$ cat src/rtl/mpu_pkg.sv
package mpu_pkg;

    // Segment index = addr[15:14]; the numeric values are the decode
    typedef enum logic [1:0] {
        SEG_ROM_FIX = 2'd0,
        SEG_ROM_WIN = 2'd1,
        SEG_RAM_FIX = 2'd2,
        SEG_RAM_WIN = 2'd3
    } seg_e;

    // Page register index = port offset from the register base
    typedef enum logic [1:0] {
        PR_DMA   = 2'd0,
        PR_WRITE = 2'd1,
        PR_READ  = 2'd2,
        PR_ROM   = 2'd3
    } preg_e;

    localparam int NUM_PREGS = 4;

endpackage

$ cat src/rtl/mpu_page_regs.sv
module mpu_page_regs
    import mpu_pkg::*;
#(
    parameter int                  PAGE_W    = 4,
    parameter int                  DATA_W    = 8,
    parameter int                  PORT_W    = 8,
    parameter logic [PORT_W-1:0]   PORT_BASE = 8'h20
) (
    input  logic                               clk,
    input  logic                               rst_n,
    input  logic                               io_wr,
    input  logic [PORT_W-1:0]                  io_port,
    input  logic [DATA_W-1:0]                  io_data,
    output logic [NUM_PREGS-1:0][PAGE_W-1:0]   page_q
);

    localparam logic [DATA_W-1:0] DATA_MASK = DATA_W'((1 << PAGE_W) - 1);

    logic [NUM_PREGS-1:0] hit;

    for (genvar g = 0; g < NUM_PREGS; g++) begin : g_preg
        assign hit[g] = io_wr && (io_port == PORT_BASE + PORT_W'(g));

        always_ff @(posedge clk or negedge rst_n) begin
            if (!rst_n) begin
                page_q[g] <= '0;
            end else if (hit[g]) begin
                page_q[g] <= io_data[PAGE_W-1:0];
            end
        end

        AST_PORT_LATCH: assert property (@(posedge clk) disable iff (!rst_n)
            hit[g] |=> ({{(DATA_W-PAGE_W){1'b0}}, page_q[g]} == ($past(io_data) & DATA_MASK)));

        AST_PORT_HOLD: assert property (@(posedge clk) disable iff (!rst_n)
            !hit[g] |=> $stable(page_q[g]));
    end

endmodule

$ cat src/rtl/mpu_page_mux.sv
module mpu_page_mux
    import mpu_pkg::*;
#(
    parameter int PAGE_W = 4
) (
    input  seg_e                               seg,
    input  logic                               mem_wr,
    input  logic                               dma_cyc,
    input  logic [NUM_PREGS-1:0][PAGE_W-1:0]   page_q,
    output logic [PAGE_W-1:0]                  page,
    output logic                               paged
);

    always_comb begin
        page  = '0;
        paged = 1'b0;
        unique case (seg)
            SEG_ROM_FIX, SEG_RAM_FIX: begin
                page  = '0;
                paged = 1'b0;
            end
            SEG_ROM_WIN: begin
                paged = 1'b1;
                page  = dma_cyc ? page_q[PR_DMA] : page_q[PR_ROM];
            end
            SEG_RAM_WIN: begin
                paged = 1'b1;
                if (dma_cyc) begin
                    page = page_q[PR_DMA];
                end else if (mem_wr) begin
                    page = page_q[PR_WRITE];
                end else begin
                    page = page_q[PR_READ];
                end
            end
            default: begin
                page  = '0;
                paged = 1'b0;
            end
        endcase
    end

endmodule

$ cat src/rtl/mpu_decode.sv
module mpu_decode
    import mpu_pkg::*;
#(
    parameter int                OFF_W      = 14,
    parameter int                PAGE_W     = 4,
    parameter int                ONBOARD    = 8,
    parameter logic [PAGE_W-1:0] FIXED_BANK = '0,
    localparam int               NROM       = 2 + 2 * ONBOARD,
    localparam int               IDX_W      = $clog2(NROM + 1)
) (
    input  logic                     clk,
    input  logic                     rst_n,
    input  seg_e                     seg,
    input  logic [OFF_W-1:0]         offset,
    input  logic [PAGE_W-1:0]        page,
    input  logic                     paged,
    input  logic                     mem_rd,
    input  logic                     mem_wr,
    output logic [PAGE_W+OFF_W-1:0]  ext_addr,
    output logic [NROM-1:0]          rom_cs,
    output logic                     ram_en,
    output logic                     exp_flag
);

    localparam int DEV_BIT = OFF_W - 1;

    logic             access;
    logic             offboard;
    logic             upper_half;
    logic             rom_hit;
    logic [IDX_W-1:0] dev_idx;

    assign access     = mem_rd || mem_wr;
    assign upper_half = seg[1];
    assign offboard   = paged && ({1'b0, page} >= (PAGE_W+1)'(ONBOARD));
    assign rom_hit    = access && !upper_half && !offboard;

    always_comb begin
        if (paged) begin
            dev_idx = IDX_W'(2) + IDX_W'({page, offset[DEV_BIT]});
        end else begin
            dev_idx = IDX_W'(offset[DEV_BIT]);
        end
    end

    for (genvar i = 0; i < NROM; i++) begin : g_rom_cs
        assign rom_cs[i] = rom_hit && (dev_idx == IDX_W'(i));
    end

    assign ram_en   = access && upper_half && !offboard;
    assign exp_flag = access && offboard;
    assign ext_addr = {(paged ? page : FIXED_BANK), offset};

    AST_ROM_ONEHOT: assert property (@(posedge clk) disable iff (!rst_n)
        $onehot0(rom_cs));

    AST_EXP_BLOCKS_SEL: assert property (@(posedge clk) disable iff (!rst_n)
        exp_flag |-> (rom_cs == '0 && !ram_en));

    AST_IDLE_QUIET: assert property (@(posedge clk) disable iff (!rst_n)
        !(mem_rd || mem_wr) |-> (rom_cs == '0 && !ram_en && !exp_flag));

    AST_RAM_HALF: assert property (@(posedge clk) disable iff (!rst_n)
        ram_en |-> (seg == SEG_RAM_FIX || seg == SEG_RAM_WIN));

endmodule

$ cat src/rtl/mem_page_unit.sv
module mem_page_unit
    import mpu_pkg::*;
#(
    parameter int ADDR_W  = 16,
    parameter int PAGE_W  = 4,
    parameter int DATA_W  = 8,
    parameter int PORT_W  = 8,
    parameter int ONBOARD = 8,
    localparam int OFF_W  = ADDR_W - 2,
    localparam int NROM   = 2 + 2 * ONBOARD
) (
    input  logic                     clk,
    input  logic                     rst_n,
    input  logic                     io_wr,
    input  logic [PORT_W-1:0]        io_port,
    input  logic [DATA_W-1:0]        io_data,
    input  logic                     mem_rd,
    input  logic                     mem_wr,
    input  logic                     dma_cyc,
    input  logic [ADDR_W-1:0]        addr,
    output logic [PAGE_W+OFF_W-1:0]  ext_addr,
    output logic [NROM-1:0]          rom_cs,
    output logic                     ram_en,
    output logic                     exp_flag
);

    logic [NUM_PREGS-1:0][PAGE_W-1:0] page_q;
    logic [PAGE_W-1:0]                page;
    logic                             paged;
    seg_e                             seg;

    assign seg = seg_e'(addr[ADDR_W-1 -: 2]);

    mpu_page_regs #(
        .PAGE_W    (PAGE_W),
        .DATA_W    (DATA_W),
        .PORT_W    (PORT_W),
        .PORT_BASE (PORT_W'(8'h20))
    ) u_regs (
        .clk     (clk),
        .rst_n   (rst_n),
        .io_wr   (io_wr),
        .io_port (io_port),
        .io_data (io_data),
        .page_q  (page_q)
    );

    mpu_page_mux #(
        .PAGE_W (PAGE_W)
    ) u_mux (
        .seg     (seg),
        .mem_wr  (mem_wr),
        .dma_cyc (dma_cyc),
        .page_q  (page_q),
        .page    (page),
        .paged   (paged)
    );

    mpu_decode #(
        .OFF_W      (OFF_W),
        .PAGE_W     (PAGE_W),
        .ONBOARD    (ONBOARD),
        .FIXED_BANK ('0)
    ) u_dec (
        .clk      (clk),
        .rst_n    (rst_n),
        .seg      (seg),
        .offset   (addr[OFF_W-1:0]),
        .page     (page),
        .paged    (paged),
        .mem_rd   (mem_rd),
        .mem_wr   (mem_wr),
        .ext_addr (ext_addr),
        .rom_cs   (rom_cs),
        .ram_en   (ram_en),
        .exp_flag (exp_flag)
    );

    AST_FIXED_BANK: assert property (@(posedge clk) disable iff (!rst_n)
        (addr[ADDR_W-2] == 1'b0) |-> (ext_addr[PAGE_W+OFF_W-1:OFF_W] == '0));

endmodule

$ cat config.mk
export PLATFORM = sky130hd
export DESIGN_NAME = mem_page_unit
export DESIGN_NICKNAME = d
export VERILOG_FILES = /design/src/rtl/mpu_pkg.sv /design/src/rtl/mpu_page_regs.sv /design/src/rtl/mpu_page_mux.sv /design/src/rtl/mpu_decode.sv /design/src/rtl/mem_page_unit.sv
export SDC_FILE = /design/constraint.sdc
export NUM_CORES = 1
export LEC_CHECK = 0
export BUFFER_PORTS_ARGS = -buffer_cell sky130_fd_sc_hd__buf_2
export CAP_MARGIN = 20
export CORE_MARGIN = 1.5
export CORE_UTILIZATION = 42
export DETAILED_ROUTE_END_ITERATION = 12
export HOLD_SLACK_MARGIN = 0.15
export PLACE_DENSITY = 0.82
export SYNTH_ARGS = -nofsm -noshare
export SYNTH_HDL_FRONTEND = slang
export SYNTH_SLANG_ARGS = --single-unit
$ cat constraint.sdc
create_clock -name clk -period 4.75 [get_ports clk]
set_clock_uncertainty 0.1 [all_clocks]
set_input_delay 1.1875 -clock clk [delete_from_list [all_inputs] [get_ports clk]]
set_output_delay 1.1875 -clock clk [all_outputs]
set_load 0.1 [all_outputs]
[Word level (Yosys, flattened, before mapping)]
Index checks and enable logic that the tools add are counted.
Storage, ports and cells
  register bits after elaboration: 16
  input port bits: 38
  output and inout port bits: 38
  word-level logic and storage cells: 72
Cells by class
  add/subtract/negate cells: 1
  order comparisons: 1
  eq/ne operators: 24
  mux-type cells: 7
  reductions and logical operators: 35
Operators with widths (number)
  5-bit by 4-bit == test with 1-bit output, second input constant: 8
  8-bit by 6-bit == test with 1-bit output, second input constant: 4
  1-bit logical AND: 28
  5-bit by 3-bit == test with 1-bit output, second input constant: 4
  4-bit two-way mux: 4
  4-bit one-hot mux with 3 select lines: 1
  5-bit by 2-bit == test with 1-bit output, second input constant: 2
  5-bit == test, second input constant: 2
  2-bit by 5-bit adder with 5-bit output, first input constant: 1
  5-bit by 1-bit == test with 1-bit output, second input constant: 1
  5-bit zero test: 1
  5-bit two-way mux: 1
  2-bit == test, second input constant: 2
  4-bit >= comparator, second input constant: 1
  2-bit OR reduction: 2
  2-bit by 1-bit == test with 1-bit output, second input constant: 1
  1-bit zero test: 2
  2-bit zero test: 1
  1-bit one-hot mux with 2 select lines: 1
  1-bit logical OR: 1

[Depth between registers and ports, before layout]
Gate-level depths: netlist (run 1).
  word-level depth: 8
  mapped depth: 9
  gate-level depth less buffers: 8

[Modules after synthesis]
A second synthesis (run 1) with hierarchy kept.
Second synthesis, totals
  cells, all modules: 129
  area total of the unflattened synthesis: 1266.2 um2
By module, submodules not included
  mpu_page_regs: instances 1, cells an instance 40, area an instance 693.2 um2, seq. area each 400.4 um2
  mpu_decode: instances 1, cells an instance 68, area an instance 412.9 um2, seq. area each 0.0 um2
  mpu_page_mux: instances 1, cells an instance 21, area an instance 160.2 um2, seq. area each 0.0 um2

[Least setup slack after synthesis (run 1)]
Ideal clock, no wire load.
  path type: input to output
  from: input addr[15]
  to: output rom_cs[0]
  arrival: 6743 ps
  required time: 3463 ps
  slack: -3281 ps
  stages: 8
  buffers on the path: 1
  cells stage by stage: clkbuf_1 nand3b_1 o211ai_1 inv_1 ha_1 inv_1 a31o_2 nor4bb_1
On the way
  word-level cells in the longest chain between the ends: 8
  elaborated cells on any way between the ends: 18
  classes of those cells: add/sub: 1; order compare: 1; eq/ne: 3; mux: 3; reduce/logical: 10
Ends and longest elaborated chain
  start, declared: line mem_page_unit.sv:20  | input logic [ADDR_W-1:0] addr,
  branches (longest 7 deep; another with 2-bit by 5-bit adder with 5-bit output)
  1-bit logical AND *: line mpu_decode.sv:47  | assign rom_cs[i] = rom_hit && (dev_idx == IDX_W'(i));
  end, declared: line mem_page_unit.sv:22  | output logic [NROM-1:0] rom_cs,
Mark *: on every way between the ends.

[Worst setup path after layout (run 1)]
  from: input mem_wr
  to: output rom_cs[6]
On the way
  word-level cells in the longest chain between the ends: 8
  elaborated cells on any way between the ends: 13
  classes of those cells: add/sub: 1; order compare: 1; eq/ne: 1; mux: 4; reduce/logical: 6
Ends and longest elaborated chain
  start, declared: line mem_page_unit.sv:18  | input logic mem_wr,
  branches (longest 7 deep; another with 2-bit by 5-bit adder with 5-bit output)
  1-bit logical AND *: line mpu_decode.sv:47
Marked as above.

==> results.md, run 1 <==
* Status: complete, no violations
* Part of the Yosys area used for sequential elements at 33.1%
* Synth Flop Type: dfrtp_1
* Number of synthesized flops with an enable pin at 0
* Mapped Area at 1210 um^2
* Port bufs at 45
* # clock sinks at 16
* Setup crit end kind: output pin
* Core area at 2760 um^2
* Ports at 76
* Die Wd at 56.7 um
* Critical path class: in2out
* TritonCTS Buffers at 3
* Final Hold Viols at 0
* Post-synth net total at between 150 and 200
* Syn Inst Count at 128
* Hold slack at 0.409 ns
* Largest net degree at the start of global routing at 17
* Critical path destination: rom_cs[6]
* Top cells by area, synth: dfrtp_1 (33%), mux2_2 (16%), buf_4 (8.7%)
* Dpl hpwl at about 2400 um
* # Max-Cap Violations at 0
* # rows at 19
* Clock H-tree levels at 1
* Avg Cell Area, Syn at 9.46 um^2
* Crit Path Max Fanout at 5
* Final #Nets at approximately 210
* Share of layout cells above drive strength 1 at 58.9%
* Worst vdd ir at roughly 0.21 mV
* DRC viols at 0
* Post-DR vias/cell at 5.38
* All-Layer GR Usage at 18.2%
* Post-synth top cells: mux2_2 (17), dfrtp_1 (16), buf_4 (14)
* Vias in the first global route at 1053
* Slew Viols, Final at 0
* Reg2reg path depth at 1
* Worst R2R Start: u_regs.page_q[15]
* Final core utilization at 69.3%
* Starting density of the core at 43.9%
* FMAX at 214 MHz
* Clock latency on the worst-skew pair at 0.29 ns
* Worst-path clk slew at 0.08 ns
* Drt wl/cell at 13.8 um
* Area post-placement at 1830 um^2
* Grt ovf at 0
* Rel. slew slack at a little over half
* Top Registers: u_regs.page_q x16
* Share of the synthesized area in the top cell type at 33.1%
* Die Ht at 56.7 um
* Data arrival, critical path at ~3.4 ns
* Final instance area at 1910 um^2
* Reg2reg setup slack at 3.87 ns
* P per Cell Area at 169 nW/um^2
* Count leader, synth: mux2_2
* Routed WL at 2740 um
* Power Total at 0.324 mW
* Biggest register: u_regs.page_q
* Endpoints failing setup at 0
* Post-route minimum period at 4.67 ns
* # hold bufs at CTS at 0
* Cell accounting for the most synthesized area: dfrtp_1
* Worst slew pin tran at 0.686 ns
* Vias after detailed routing at 1070
* Global-route wire length before repair at 4600 um
* First-pass DRT Iterations at 2
* HP Class: reg2reg
* GP Congestion at about 0.76
* Flip-flop and latch count after synthesis at 16
* Bufs on Longest Clock Path at 2
* Worst Path Required at 3.46 ns
* Final worst path period share at 98.3%
* CTS tree: done
* Yosys warns at 0
* Remaining antenna violation count at 0
* DRT iter0 DRCs at 6
* RSZ-0062 raised after global routing: no
* Reg2reg end: u_regs.page_q[15]
* Worst Setup SP: mem_wr
* Die area at ~3200 um^2
* Initial antenna violation count at 0
* Area delta synth->final at 57.9%
* Leak at roughly 0.85 nW
* Netlist cell types at 34
* Clock Root Buffer: clkbuf_4
* CP Launch Type: input pin
* Synth async-reset ratio at between 90% and 100%
* Largest register FFs at 16
* ANT cells at 0
==> per-layer routing <==
layer	part of all wire, %	up-vias	global-route usage (%)
met1	39	504	19.9
met4	1.1	0	7.48
li1	-	519	-
met2	56	44	34.7
met5	0	-	0
met3	3.7	3	2.30
==> through the flow <==
stage | TNS (ns) | worst slack, ns | cells
2_1_floorplan | -21.88 | -1.45 | 128
3_3_place_gp | 0 | 0.0680 | 193
3_5_place_dp | 0 | 0.000279 | 193
4_1_cts | 0 | 0.00494 | 198
5_1_grt | 0 | 0.0161 | 199
6_report | 0 | 0.0828 | 199
==> what timing repair did <==
item | in CTS | in global routing
endpoints found under the setup margin | 2 | 3
resized for setup | 4 | 0
pin swaps | 2 | 2
buffers inserted | 1 | 0
==> worst min path at each step <==
stage               depth (start not counted)                 to  slack [ns]              start
floorplan                                   1  u_regs.page_q[14]        0.37  u_regs.page_q[14]
global placement                            1  u_regs.page_q[12]        0.38  u_regs.page_q[12]
detailed placement                          1  u_regs.page_q[12]        0.39  u_regs.page_q[12]
CTS                                         1  u_regs.page_q[12]        0.41  u_regs.page_q[12]
global route                                1  u_regs.page_q[12]        0.42  u_regs.page_q[12]
finish                                      1   u_regs.page_q[3]        0.41   u_regs.page_q[3]
==> final cells by class <==
cell class	count	area (um^2)
well taps	31	38.8
flip-flops and latches	16	400
repair buffers	54	578
inverters	6	22.5
clock buffers	4	36.3
multi-input cells	88	836
fillers	211	846
==> worst max-delay path, cell delays in order <==
cell and delay, ns:
buf_4 0.13, mux2_2 0.35, a221o_1 0.35, nand2_2 0.09, inv_1 0.06, ha_2 0.20, xor2_2 0.20, or3_4 0.39
buf_12 0.15, nor2_4 0.09, buf_12 0.18
==> logic make-up after synthesis <==
| logic type | Yosys count | synth area share [%] |
|---|---|---|
| multiplexers | 20 | 18.7 |
| flip-flops | 16 | 33.1 |
| AND/OR/NAND/NOR | 53 | 25.4 |
| adder cells (fa/ha/maj) | 2 | 2.07 |
| buffers and inverters | 24 | 12.4 |
| XOR/XNOR | 3 | 2.17 |
| AO/OA/AOI/OAI | 10 | 6.20 |
==> cells in the final DEF, fill, tap and decap left out, drive strengths merged, types with 3 or more instances in the layout <==
master  Yosys  final
nor3b       4      4
nand3b      3      3
mux2       18     18
inv         6      6
clkbuf      3      4
nor2b       3      3
buf        15     54
nor2       11     11
nor3        7      7
nand3       6      6
nand2       6      6
dfrtp      16     16
xor2        3      3
==> where the power goes <==
group / switching, mW / internal, mW / total [mW]
clock network: 0.0408 / 0.0467 / 0.0876
logic: 0.0575 / 0.0329 / 0.0904
registers: 0.00310 / 0.143 / 0.146
total: 0.101 / 0.222 / 0.324
Power figures use the tool's default switching activity.
==> run 2, diff against run 1 <==
Clock period 4.75 ns to 5 ns, I/O delays scaled along.
==> results.md, run 2 (same netlist as run 1, synthesis figures left out) <==
* Status: complete, no violations (unchanged)
* Worst R2R Start: u_regs.page_q[13] (was u_regs.page_q[15])
* Power Total at 0.303 mW (was 0.324 mW)
* Final #Nets at 207 (was 209)
* CTS tree: done (unchanged)
* Bufs on Longest Clock Path at 2 (unchanged)
* Largest register FFs at 16 (unchanged)
* Final worst path period share at 98.2%
* Die Ht at 56.7 um (unchanged)
* # fillers at 213 (was 211)
* Area delta synth->final at 55.6% (was 57.9%)
* FMAX at 204 MHz
* Share of layout cells above drive strength 1 at 58.4% (was 58.9%)
* First-pass DRT Iterations at 6 (was 2)
* Global-route wire length before repair at 4710 um (was 4600 um)
* RSZ-0062 raised after global routing: no (unchanged)
* Setup crit end kind: output pin (unchanged)
* Clock latency on the worst-skew pair at 0.27 ns (was 0.29 ns)
* Reg2reg path depth at 1 (unchanged)
* CP Launch Type: input pin (unchanged)
* Remaining antenna violation count at 0 (unchanged)
* ANT cells at 0 (unchanged)
* Leak at 0.838 nW (was 0.851 nW)
* Top delay family on crit path: simple AND/OR/NAND/NOR gates (unchanged)
* Dpl hpwl at 2440 um (was 2390 um)
* HP Class: reg2reg (unchanged)
* Worst Path Required at 3.65 ns (was 3.46 ns)
* Rel. slew slack at 50.1% (was 53.1%)
* Post-route minimum period at around 4.9 ns
* # clock sinks at 16 (unchanged)
* GP Congestion at 0.780 (was 0.755)
* Vias after detailed routing at 1052 (was 1070)
* Die area at 3210 um^2 (unchanged)
* DRC viols at 0 (unchanged)
* Hold wc startpoint: u_regs.page_q[3] (unchanged)
* Clock Root Buffer: clkbuf_4 (unchanged)
* Critical path cell sequence: clkbuf_4, mux2_2, a221o_1, nand2_2, inv_1, ha_2, xor2_2, or3_4, nor3_4, buf_12 (was buf_4, mux2_2, a221o_1, nand2_2, inv_1, ha_2, xor2_2, or3_4, buf_12, nor2_4, buf_12)
* Top Registers: u_regs.page_q x16 (unchanged)
* Most frequent cells in the layout: buf_2 (26), buf_12 (18), mux2_2 (17) (was buf_2 (26), buf_12 (19), mux2_2 (17))
* # rows at 19 (unchanged)
* Multi-input gate area at 836 um^2 (unchanged)
* Vias in the first global route at 1107 (was 1053)
* Data arrival, critical path at 3.56 ns (was 3.38 ns)
* Drt wl/cell at 13.8 um (about the same)
* Core area at 2760 um^2 (unchanged)
* Critical path class: in2out (unchanged)
* Ports at 76 (unchanged)
* TritonCTS Buffers at 3 (unchanged)
* All-Layer GR Usage at 18.2% (about the same)
* Worst-path clk slew at 0.09 ns (was 0.08 ns)
* Clock H-tree levels at 1 (unchanged)
* Post-DR vias/cell at 5.34 (was 5.38)
* Final Hold Viols at 0 (unchanged)
* Critical path depth at 10 (was 11)
* Commonest non-fill, non-tap cell in the layout: buf_2 (unchanged)
* Reg2reg setup slack at 4.13 ns (was 3.87 ns)
* Slew Viols, Final at 0 (unchanged)
* Worst slew pin tran at 0.730 ns (was 0.686 ns)
* P per Cell Area at 161 nW/um^2 (was 169 nW/um^2)
* Biggest register: u_regs.page_q (unchanged)
* Die Wd at 56.7 um (unchanged)
* DRT iter0 DRCs at 11 (was 6)
* Routed WL at 2720 um (was 2740 um)
* Max stage delay on crit path at 0.48 ns (was 0.39 ns)
* Crit Path Max Fanout at 5 (unchanged)
* # Max-Cap Violations at 0 (unchanged)
* Setup Total Neg Slack at 0 ns (unchanged)
* Crit path buf inv count at 3 (was 4)
* Reg area at 400 um^2 (unchanged)
* Worst Setup SP: mem_wr (unchanged)
* Largest net degree at the start of global routing at 17 (unchanged)
* Starting density of the core at 43.9% (unchanged)
* Worst vdd ir at 0.200 mV (was 0.213 mV)
* Cell count of the worst hold path at 1 (unchanged)
* Grt ovf at 0 (unchanged)
* Port bufs at 45 (unchanged)
* Endpoints failing setup at 0 (unchanged)
* Initial antenna violation count at 0 (unchanged)
* Slowest CP cell: or3_4 (unchanged)
==> run 2: final timing paths <==
path | end
max | rom_cs[4]
min | u_regs.page_q[3]
max reg2reg | u_regs.page_q[13]
min reg2reg | u_regs.page_q[3]
max in group asynchronous | u_regs.page_q[4]
min in group asynchronous | u_regs.page_q[6]
==> run 2: area by class of cell <==
| type | instances | area share (%) |
|---|---|---|
| clock buffers | 4 | 1.93 |
| inverters | 6 | 1.20 |
| multi-input cells | 88 | 44.4 |
| flip-flops and latches | 16 | 21.2 |
| well taps | 31 | 2.06 |
| repair buffers | 52 | 29.2 |
==> run 2: power by group <==
part / internal (mW) / leakage, nW / switching [mW]
combinational: 0.0301 / 0.596 / 0.0540
clock: 0.0442 / 0.0210 / 0.0364
sequential: 0.135 / 0.221 / 0.00315
==> run 2: what timing repair did <==
item | CTS | global route
resized for setup | 0 | 4
setup buffers | 0 | 2
setup endpoints to repair | 0 | 6
hold buffers | 0 | 0
==> run 2: stage by stage <==
step / util, % / hold WS [ns] / cells / cell area (um^2) / worst slack, ns
6_report: 68.3 / 0.407 / 197 / 1880 / 0.0876
5_1_grt: 68.3 / 0.424 / 197 / 1880 / 0.00343
4_1_cts: 67.0 / 0.410 / 194 / 1850 / 0.0485
3_5_place_dp: 65.7 / 0.390 / 190 / 1810 / 0.0554
3_3_place_gp: 65.7 / 0.379 / 190 / 1810 / 0.126
2_1_floorplan: - / 0.370 / 128 / 1380 / -1.33
==> run 2: layer usage <==
| layer | share of wire (%) | GRT usage, % | routed length, um | up-vias |
|---|---|---|---|---|
| met2 | 58 | 37.5 | 1560 | 43 |
| li1 | - | - | - | 517 |
| met5 | 0 | 0 | 0 | - |
| met1 | 37 | 18.0 | 995 | 492 |
| met3 | 5.8 | 3.46 | 159 | 0 |
| met4 | 0 | 4.08 | 0 | 0 |
